<file path="src/rtl/awd_pkg.sv">
package awd_pkg;

  // register select codes on the write port
  typedef enum logic [1:0] {
    FLD_LOW     = 2'd0,
    FLD_HIGH    = 2'd1,
    FLD_REMAP   = 2'd2,
    FLD_INTBASE = 2'd3
  } awd_fld_e;

  // reserved holes, end exclusive
  localparam longint unsigned HOLE0_BOT = 64'h0000_0000_1E00_0000;
  localparam longint unsigned HOLE0_TOP = 64'h0000_0000_1F10_0000;
  localparam longint unsigned HOLE1_BOT = 64'h0000_0000_1FC0_0000;
  localparam longint unsigned HOLE1_TOP = 64'h0000_0000_1FD0_0000;

endpackage

</file>
<file path="src/rtl/awd_clip.sv">
module awd_clip #(
  parameter int unsigned       XW  = 36,
  parameter longint unsigned   H0B = awd_pkg::HOLE0_BOT,
  parameter longint unsigned   H0T = awd_pkg::HOLE0_TOP,
  parameter longint unsigned   H1B = awd_pkg::HOLE1_BOT,
  parameter longint unsigned   H1T = awd_pkg::HOLE1_TOP
) (
  input  logic          clk,
  input  logic          rst_n,
  input  logic [XW-1:0] in_beg,
  input  logic [XW:0]   in_end,
  output logic [XW-1:0] out_beg,
  output logic [XW:0]   out_end
);

  localparam logic [XW:0] B0 = (XW+1)'(H0B);
  localparam logic [XW:0] T0 = (XW+1)'(H0T);
  localparam logic [XW:0] B1 = (XW+1)'(H1B);
  localparam logic [XW:0] T1 = (XW+1)'(H1T);

  logic [XW-1:0] b;
  logic [XW:0]   e;

  // ordered trimming, each step sees the result of the previous one
  always_comb begin
    b = in_beg;
    e = in_end;
    if (e >= B0 && e < T0)                 e = B0;
    if ({1'b0, b} >= B0 && {1'b0, b} < T0) b = T0[XW-1:0];
    if (e >= B1 && e < T1)                 e = B1;
    if ({1'b0, b} >= B1 && {1'b0, b} < T1) b = T1[XW-1:0];
    if (e >= T0 && {1'b0, b} < B0)         e = B0;
    if (e >= T1 && {1'b0, b} < B1)         e = B1;
    out_beg = b;
    out_end = e;
  end


  hole_clear_chk: assert property (@(posedge clk) disable iff (!rst_n)
    !({1'b0, out_beg} >= B0 && {1'b0, out_beg} < T0) &&
    !({1'b0, out_beg} >= B1 && {1'b0, out_beg} < T1) &&
    !(out_end > B0 && out_end < T0) && !(out_end > B1 && out_end < T1));

endmodule

</file>
<file path="src/rtl/awd_win_slot.sv">
module awd_win_slot
  import awd_pkg::*;
#(
  parameter int unsigned AW     = 32,
  parameter int unsigned GS     = 21,
  parameter int unsigned LO_W   = 15,
  parameter int unsigned HI_W   = 7,
  parameter int unsigned IDX_W  = 4,
  parameter int unsigned MY_IDX = 0
) (
  input  logic              clk,
  input  logic              rst_n,
  input  logic              wr_en,
  input  logic [IDX_W-1:0]  wr_win,
  input  awd_fld_e          wr_fld,
  input  logic [LO_W-1:0]   wr_data,
  input  logic [AW-1:0]     lk_addr,
  output logic              p_hit,
  output logic              a_hit,
  output logic [LO_W+GS-1:0] p_beg,
  output logic [LO_W+GS-1:0] a_beg
);

  localparam int unsigned EW    = LO_W + GS;
  localparam int unsigned RMP_W = AW - GS;
  localparam logic [LO_W-1:0]  LO_RST  = LO_W'({HI_W{1'b1}});
  localparam logic [RMP_W-1:0] RMP_RST = LO_RST[RMP_W-1:0];

  logic [LO_W-1:0]  lo_q,  lo_d;
  logic [HI_W-1:0]  hi_q,  hi_d;
  logic [RMP_W-1:0] rmp_q, rmp_d;
  logic             aok_q, aok_d;
  logic             sel, wr_ce;

  assign sel   = wr_en && (wr_win == IDX_W'(MY_IDX));
  assign wr_ce = sel && (wr_fld != FLD_INTBASE);

  always_comb begin
    lo_d  = lo_q;
    hi_d  = hi_q;
    rmp_d = rmp_q;
    aok_d = aok_q;
    case (wr_fld)
      FLD_LOW: begin
        lo_d  = wr_data;
        rmp_d = wr_data[RMP_W-1:0];
        aok_d = 1'b0;
      end
      FLD_HIGH: begin
        hi_d  = wr_data[HI_W-1:0];
        aok_d = 1'b0;
      end
      FLD_REMAP: begin
        rmp_d = wr_data[RMP_W-1:0];
        aok_d = 1'b1;
      end
      default: ;
    endcase
  end

  always_ff @(posedge clk or negedge rst_n) begin
    if (!rst_n) begin
      lo_q  <= LO_RST;
      hi_q  <= '0;
      rmp_q <= RMP_RST;
      aok_q <= 1'b0;
    end else if (wr_ce) begin
      lo_q  <= lo_d;
      hi_q  <= hi_d;
      rmp_q <= rmp_d;
      aok_q <= aok_d;
    end
  end

  // primary span
  logic          en;
  logic [HI_W:0] units;
  logic [EW-1:0] raw_beg, pb_c, ar_beg, ab_c;
  logic [EW:0]   raw_end, pe_c, p_len, ar_end, ae_c, lk_x;
  logic          p_live, a_live;

  assign en      = lo_q[HI_W-1:0] <= hi_q;
  assign units   = {1'b0, hi_q} + 1'b1 - {1'b0, lo_q[HI_W-1:0]};
  assign raw_beg = {lo_q, GS'(0)};
  assign raw_end = {1'b0, raw_beg} + ((EW+1)'(units) << GS);

  awd_clip #(.XW(EW)) u_pclip (
    .clk(clk), .rst_n(rst_n),
    .in_beg(raw_beg), .in_end(raw_end), .out_beg(pb_c), .out_end(pe_c)
  );

  assign p_live = en && (pe_c > {1'b0, pb_c});
  assign p_len  = pe_c - {1'b0, pb_c};

  // alias span: bits 31:21 from the remap register
  assign ar_beg = {pb_c[EW-1:AW], rmp_q, pb_c[GS-1:0]};
  assign ar_end = {1'b0, ar_beg} + p_len;

  awd_clip #(.XW(EW)) u_aclip (
    .clk(clk), .rst_n(rst_n),
    .in_beg(ar_beg), .in_end(ar_end), .out_beg(ab_c), .out_end(ae_c)
  );

  assign a_live = p_live && aok_q;
  assign lk_x   = (EW+1)'(lk_addr);
  assign p_hit  = en && ({1'b0, pb_c} <= lk_x) && (lk_x < pe_c);
  assign a_hit  = a_live && ({1'b0, ab_c} <= lk_x) && (lk_x < ae_c);
  assign p_beg  = pb_c;
  assign a_beg  = ab_c;


  low_wr_disarm_chk: assert property (@(posedge clk) disable iff (!rst_n)
    (sel && wr_fld == FLD_LOW) |=> (!aok_q && rmp_q == $past(wr_data[RMP_W-1:0])));

  remap_wr_arm_chk: assert property (@(posedge clk) disable iff (!rst_n)
    (sel && wr_fld == FLD_REMAP) |=> aok_q);

  other_wr_hold_chk: assert property (@(posedge clk) disable iff (!rst_n)
    !sel |=> ($stable(lo_q) && $stable(hi_q) && $stable(rmp_q) && $stable(aok_q)));

endmodule

</file>
<file path="src/rtl/awd_pick.sv">
module awd_pick #(
  parameter int unsigned N  = 10,
  parameter int unsigned IW = 4
) (
  input  logic          clk,
  input  logic          rst_n,
  input  logic          int_hit,
  input  logic [N-1:0]  p_hit,
  input  logic [N-1:0]  a_hit,
  output logic          hit,
  output logic          is_int,
  output logic          is_alias,
  output logic [IW-1:0] idx
);

  always_comb begin
    hit      = 1'b0;
    is_int   = 1'b0;
    is_alias = 1'b0;
    idx      = '0;
    for (int i = N - 1; i >= 0; i--) begin
      if (p_hit[i] || a_hit[i]) begin
        hit      = 1'b1;
        is_alias = !p_hit[i];
        idx      = IW'(i);
      end
    end
    if (int_hit) begin
      hit      = 1'b1;
      is_int   = 1'b1;
      is_alias = 1'b0;
      idx      = IW'(N);
    end
  end


  first_win_chk: assert property (@(posedge clk) disable iff (!rst_n)
    (p_hit[0] && !int_hit) |-> (hit && idx == '0 && !is_alias));

endmodule

</file>
<file path="src/rtl/addr_window_decoder.sv">
module addr_window_decoder
  import awd_pkg::*;
#(
  parameter int unsigned AW       = 32,
  parameter int unsigned GS       = 21,
  parameter int unsigned LO_W     = 15,
  parameter int unsigned HI_W     = 7,
  parameter int unsigned NUM_WIN  = 10,
  parameter int unsigned INT_SH   = 12,
  parameter int unsigned INT_RST  = 'h0DF,
  parameter int unsigned IDX_W    = $clog2(NUM_WIN + 1)
) (
  input  logic                 clk,
  input  logic                 rst_n,
  input  logic                 wr_en,
  input  logic [IDX_W-1:0]     wr_win,
  input  logic [1:0]           wr_fld,
  input  logic [LO_W-1:0]      wr_data,
  input  logic [AW-1:0]        lk_addr,
  output logic                 lk_hit,
  output logic                 lk_internal,
  output logic                 lk_alias,
  output logic [IDX_W-1:0]     lk_win,
  output logic [LO_W+GS-1:0]   lk_xaddr
);

  localparam int unsigned EW = LO_W + GS;

  // reset: asynchronous assert, synchronous release
  logic [1:0] rs_q;
  logic       rst_i_n;

  always_ff @(posedge clk or negedge rst_n) begin
    if (!rst_n) rs_q <= 2'b00;
    else        rs_q <= {rs_q[0], 1'b1};
  end
  assign rst_i_n = rs_q[1];

  awd_fld_e fld;
  assign fld = awd_fld_e'(wr_fld);

  // register-space base
  logic [LO_W-1:0] ib_q;
  logic            ib_ce;

  assign ib_ce = wr_en && (fld == FLD_INTBASE);

  always_ff @(posedge clk or negedge rst_i_n) begin
    if (!rst_i_n)   ib_q <= LO_W'(INT_RST);
    else if (ib_ce) ib_q <= wr_data;
  end

  logic [EW-1:0] lk_x;
  logic          int_hit;

  assign lk_x    = EW'(lk_addr);
  assign int_hit = lk_x[EW-1:INT_SH] == {ib_q, (GS-INT_SH)'(0)};

  // window slots
  logic [NUM_WIN-1:0] p_hit, a_hit;
  logic [EW-1:0]      p_beg [NUM_WIN];
  logic [EW-1:0]      a_beg [NUM_WIN];

  for (genvar g = 0; g < NUM_WIN; g++) begin : g_slot
    awd_win_slot #(
      .AW(AW), .GS(GS), .LO_W(LO_W), .HI_W(HI_W), .IDX_W(IDX_W), .MY_IDX(g)
    ) u_slot (
      .clk(clk), .rst_n(rst_i_n),
      .wr_en(wr_en), .wr_win(wr_win), .wr_fld(fld), .wr_data(wr_data),
      .lk_addr(lk_addr),
      .p_hit(p_hit[g]), .a_hit(a_hit[g]),
      .p_beg(p_beg[g]), .a_beg(a_beg[g])
    );
  end

  awd_pick #(.N(NUM_WIN), .IW(IDX_W)) u_pick (
    .clk(clk), .rst_n(rst_i_n),
    .int_hit(int_hit), .p_hit(p_hit), .a_hit(a_hit),
    .hit(lk_hit), .is_int(lk_internal), .is_alias(lk_alias), .idx(lk_win)
  );

  // translation for the winning alias
  logic [EW-1:0] sel_p, sel_a;

  always_comb begin
    sel_p = '0;
    sel_a = '0;
    for (int i = 0; i < NUM_WIN; i++) begin
      if (lk_win == IDX_W'(i)) begin
        sel_p = p_beg[i];
        sel_a = a_beg[i];
      end
    end
  end

  assign lk_xaddr = lk_alias ? (lk_x - sel_a + sel_p) : lk_x;


  int_base_wr_chk: assert property (@(posedge clk) disable iff (!rst_i_n)
    ib_ce |=> (ib_q == $past(wr_data)));

  int_wins_chk: assert property (@(posedge clk) disable iff (!rst_i_n)
    lk_internal |-> (lk_hit && !lk_alias && lk_win == IDX_W'(NUM_WIN)));

  plain_xaddr_chk: assert property (@(posedge clk) disable iff (!rst_i_n)
    !lk_alias |-> (lk_xaddr == lk_x));

endmodule

</file>
<file path="config.mk">
export PLATFORM = sky130hd
export DESIGN_NAME = addr_window_decoder
export DESIGN_NICKNAME = d
export VERILOG_FILES = /design/src/rtl/awd_pkg.sv /design/src/rtl/awd_clip.sv /design/src/rtl/awd_win_slot.sv /design/src/rtl/awd_pick.sv /design/src/rtl/addr_window_decoder.sv
export SDC_FILE = /design/constraint.sdc
export NUM_CORES = 2
export LEC_CHECK = 0
export BUFFER_PORTS_ARGS = -buffer_cell sky130_fd_sc_hd__buf_2
export CAP_MARGIN = 20
export CORE_ASPECT_RATIO = 1.5
export CORE_MARGIN = 2
export CORE_UTILIZATION = 25
export DETAILED_ROUTE_END_ITERATION = 6
export MAX_ROUTING_LAYER = met4
export PLACE_DENSITY = 0.5
export REMOVE_ABC_BUFFERS = 1
export SETUP_SLACK_MARGIN = 0.15
export SLEW_MARGIN = 20
export SYNTH_ARGS = -nofsm -noshare
export SYNTH_HDL_FRONTEND = slang
export SYNTH_SLANG_ARGS = --single-unit
</file>
<file path="constraint.sdc">
create_clock -name clk -period 21.1 [get_ports clk]
set_clock_uncertainty 0.05 [all_clocks]
set_input_delay 0 -clock clk [delete_from_list [all_inputs] [get_ports clk]]
set_output_delay 0 -clock clk [all_outputs]
set_load 0.005 [all_outputs]
</file>
==> flow_summary.json <==
{
  "worst_slew_pin_slew_ns": 1.236,
  "grt_max_degree": 59,
  "avgViaCountPerCell": 5.309,
  "synth.area.top_cells": "ha_1 (23%), dfrtp_1 (8.7%), dfstp_2 (6.4%)",
  "wl_per_cell_um": 24.15,
  "num-fill-cells": 26160,
  "drtIter0Drc": 3792,
  "cts_buffer_depth": 3,
  "period_needed_ns": 18.06,
  "numCtsBuffers": 46,
  "drv_slew": 0,
  "htreeDepth": 2,
  "setup_viol_count_final": 0,
  "synth_seq_cells": 357,
  "clkTransAtPathRegs_ns": 0.07,
  "rsz0062_at_grt": "false",
  "syn_inst": 7715,
  "synth_ff_type": "dfrtp_1",
  "synth_edf_count": 0,
  "min_path_type": "input port to flop",
  "coreArea_mm2": 0.2414,
  "postSynth.asyncResetShare": 1.000,
  "start_kind": "flop",
  "nets": 8952,
  "outcome": "finished with violations",
  "gp_congestion": 0.9983,
  "multi_input_area_mm2": 0.04690,
  "crit_required_ns": 21.05,
  "whs_ns": 0.07180,
  "post-route-period-util": 0.8561,
  "grt_pass1_wl_mm": 382.3,
  "cts_tree": "built",
  "end_kind": "primary output",
  "ant_nets": 0,
  "seq_area_frac_synth": 0.1502,
  "cts_hold_buf": 25,
  "cts.sinks": 357,
  "final_cells": 10900,
  "grt_pass1_vias": 58460,
  "clockRootBuffer": "clkbuf_16",
  "antenna_found_initial": 19,
  "rows": 221,
  "clk_latency_ns": 0.68,
  "area_growth_pct": 9.769,
  "place_hpwl_mm": 208.1,
  "ys_types": 110,
  "port_buffers": 98,
  "syn_area_mm2": 0.06070,
  "num_vias": 57880,
  "cts_setup_buffers": 0,
  "cp_max_fo": 16,
  "grt_usage": 0.2138,
  "yosys_warnings": 0,
  "syn_area_per_cell_um2": 7.867,
  "synth_top_area_frac": 0.2303,
  "ctsResizeCount": 0,
  "grt_overflow": 0,
  "fin_tns_setup_ns": 0,
  "drive_gt1_frac": 0.09087,
  "top_level_ports": 99,
  "arrival_ns": 18.01,
  "fmax_mhz": 55.36,
  "die_x_um": 406.3,
  "drc": 1,
  "critPathKind": "flop to primary output",
  "r2r_slack_ns": 16.83,
  "max_cap_violations": 0,
  "failed_checks": "design-rule violations",
  "drt-pass1-iter-count": 7,
  "max-slew-margin-rel": 0.1725,
  "dp.cells": 10780,
  "drt_wl_total_mm": 263.3,
  "hold_viol_final": 0,
  "slowest_delay_ns": 0.71,
  "start_util": 0.2514,
  "die_h_um": 607.5,
  "crit_slowest_cell": "nor4_1",
  "yosysTopAreaCell": "ha_1",
  "cp_common_cell": "a21oi_1",
  "seqCellArea_mm2": 0.009121,
  "die-area_mm2": 0.2468
}
[cell families (layout without fill, tap and decap cells)]
group,after synthesis,count (layout),synth area share
adders and majority gates,1275,1275,0.2824
xor gates and xnor gates,392,392,0.05657
buffers and inverters,1254,1198,0.07895
AOI/OAI and AO/OA,2128,2128,0.2298
muxes,140,140,0.02511
and+or+nand+nor,2168,2168,0.1769
other,1,12,0.00006178
DFF,357,357,0.1502
[layout make-up]
| class | instances | area share |
|---|---|---|
| Multi-Input combinational cell | 6104 | 0.7040 |
| Sequential cell | 357 | 0.1369 |
| Tap cell | 3233 | 0.06071 |
| Inverter | 885 | 0.04986 |
| Timing Repair Buffer | 227 | 0.02302 |
| Clock buffer | 56 | 0.01906 |
| Clock inverter | 30 | 0.006047 |
| Antenna cell | 11 | 0.0004132 |
[registers in the layout, summed over array words and instances, names as in the netlist]
| signal | flops |
|---|---|
| g_slot.u_slot.lo_q | 150 |
| g_slot.u_slot.hi_q | 70 |
| rs_q | 2 |
| g_slot.u_slot.rmp_q | 110 |
| ib_q | 15 |
| g_slot.u_slot.aok_q | 10 |
[path summary, 6_finish.rpt]
path                            cells after the start                   endpoint                     start
worst min-delay path                                2     g_slot[2].u_slot.aok_q                 wr_fld[1]
worst max-delay path                               64               lk_xaddr[34]  g_slot[3].u_slot.lo_q[0]
min in group asynchronous                           3                    rs_q[1]                     rst_n
max in group asynchronous                           5  g_slot[0].u_slot.lo_q[13]                   rs_q[1]
worst min register to register                      0                    rs_q[1]                   rs_q[0]
worst max register to register                      5  g_slot[0].u_slot.lo_q[13]                   rs_q[1]
[Yosys cell counts (26+ instances only)]
cell type and count:
ha_1 1117, inv_1 883, a22oi_1 32, nand2_1 655
nand4_1 141, and4_1 30, or3_1 68, a211oi_1 84
nand2b_1 75, fa_1 158, nor2b_1 79, nor2_1 444
or4_1 29, o21bai_1 65, xor2_1 163, or2_2 71
o31ai_1 29, a21oi_1 460, dfrtp_1 210, a21o_1 270
o21a_1 106, nand3_1 172, xnor2_1 229, mux2i_1 42
and3_1 48, a221oi_1 38, a22o_1 26, nor3_1 172
nor4_1 70, and2_1 37, mux2_2 98, o21ai_0 566
dfstp_2 147, a31oi_1 48, o211ai_1 72, clkbuf_1 335
[worst max-delay path: cells and delay by family, from the launching register on]
family                     cells  cell delay [ns]
buffers and inverters          4             0.42
adders and majority gates      9             3.03
and+or+nand+nor               20             5.90
muxes                          1             0.44
xor gates and xnor gates       2             0.38
AOI/OAI and AO/OA             28             6.59
DFF                            1             0.57
[placed cells by master, fill, tap and decap left out, types with 103 or more instances in the layout]
master   count
ha_1      1117
a21o_1     270
nand2_1    655
nor3_1     164
a21oi_1    460
xor2_1     163
buf_4      103
nand3_1    172
nor2_1     434
o21ai_0    564
nand4_1    141
xnor2_1    229
inv_1      882
dfrtp_1    209
fa_1       158
dfstp_2    147
o21a_1     106
[routing by layer]
layer / part of all wire / GRT usage / vias to the layer above / routed length, um
met5: 0 / - / - / 0
met4: 0.095 / 0.1666 / 0 / 25090
met3: 0.046 / 0.02664 / 786 / 12160
met2: 0.50 / 0.3788 / 1731 / 131800
met1: 0.36 / 0.2105 / 28190 / 94270
li1: - / - / 27170 / -
[through the flow]
step,instance area (um^2),util,setup slack (ns)
after global routing,66620,0.2760,1.949
after floorplan,59230,-,6.318
after detailed placement,64650,0.2678,3.932
after global placement,64650,0.2678,4.115
after CTS,66580,0.2758,3.121
final,66630,0.2760,3.036
Power is left out: the tool's default activity adds up to more than one toggle a clock period on the data nets, which glitch-free logic cannot reach.
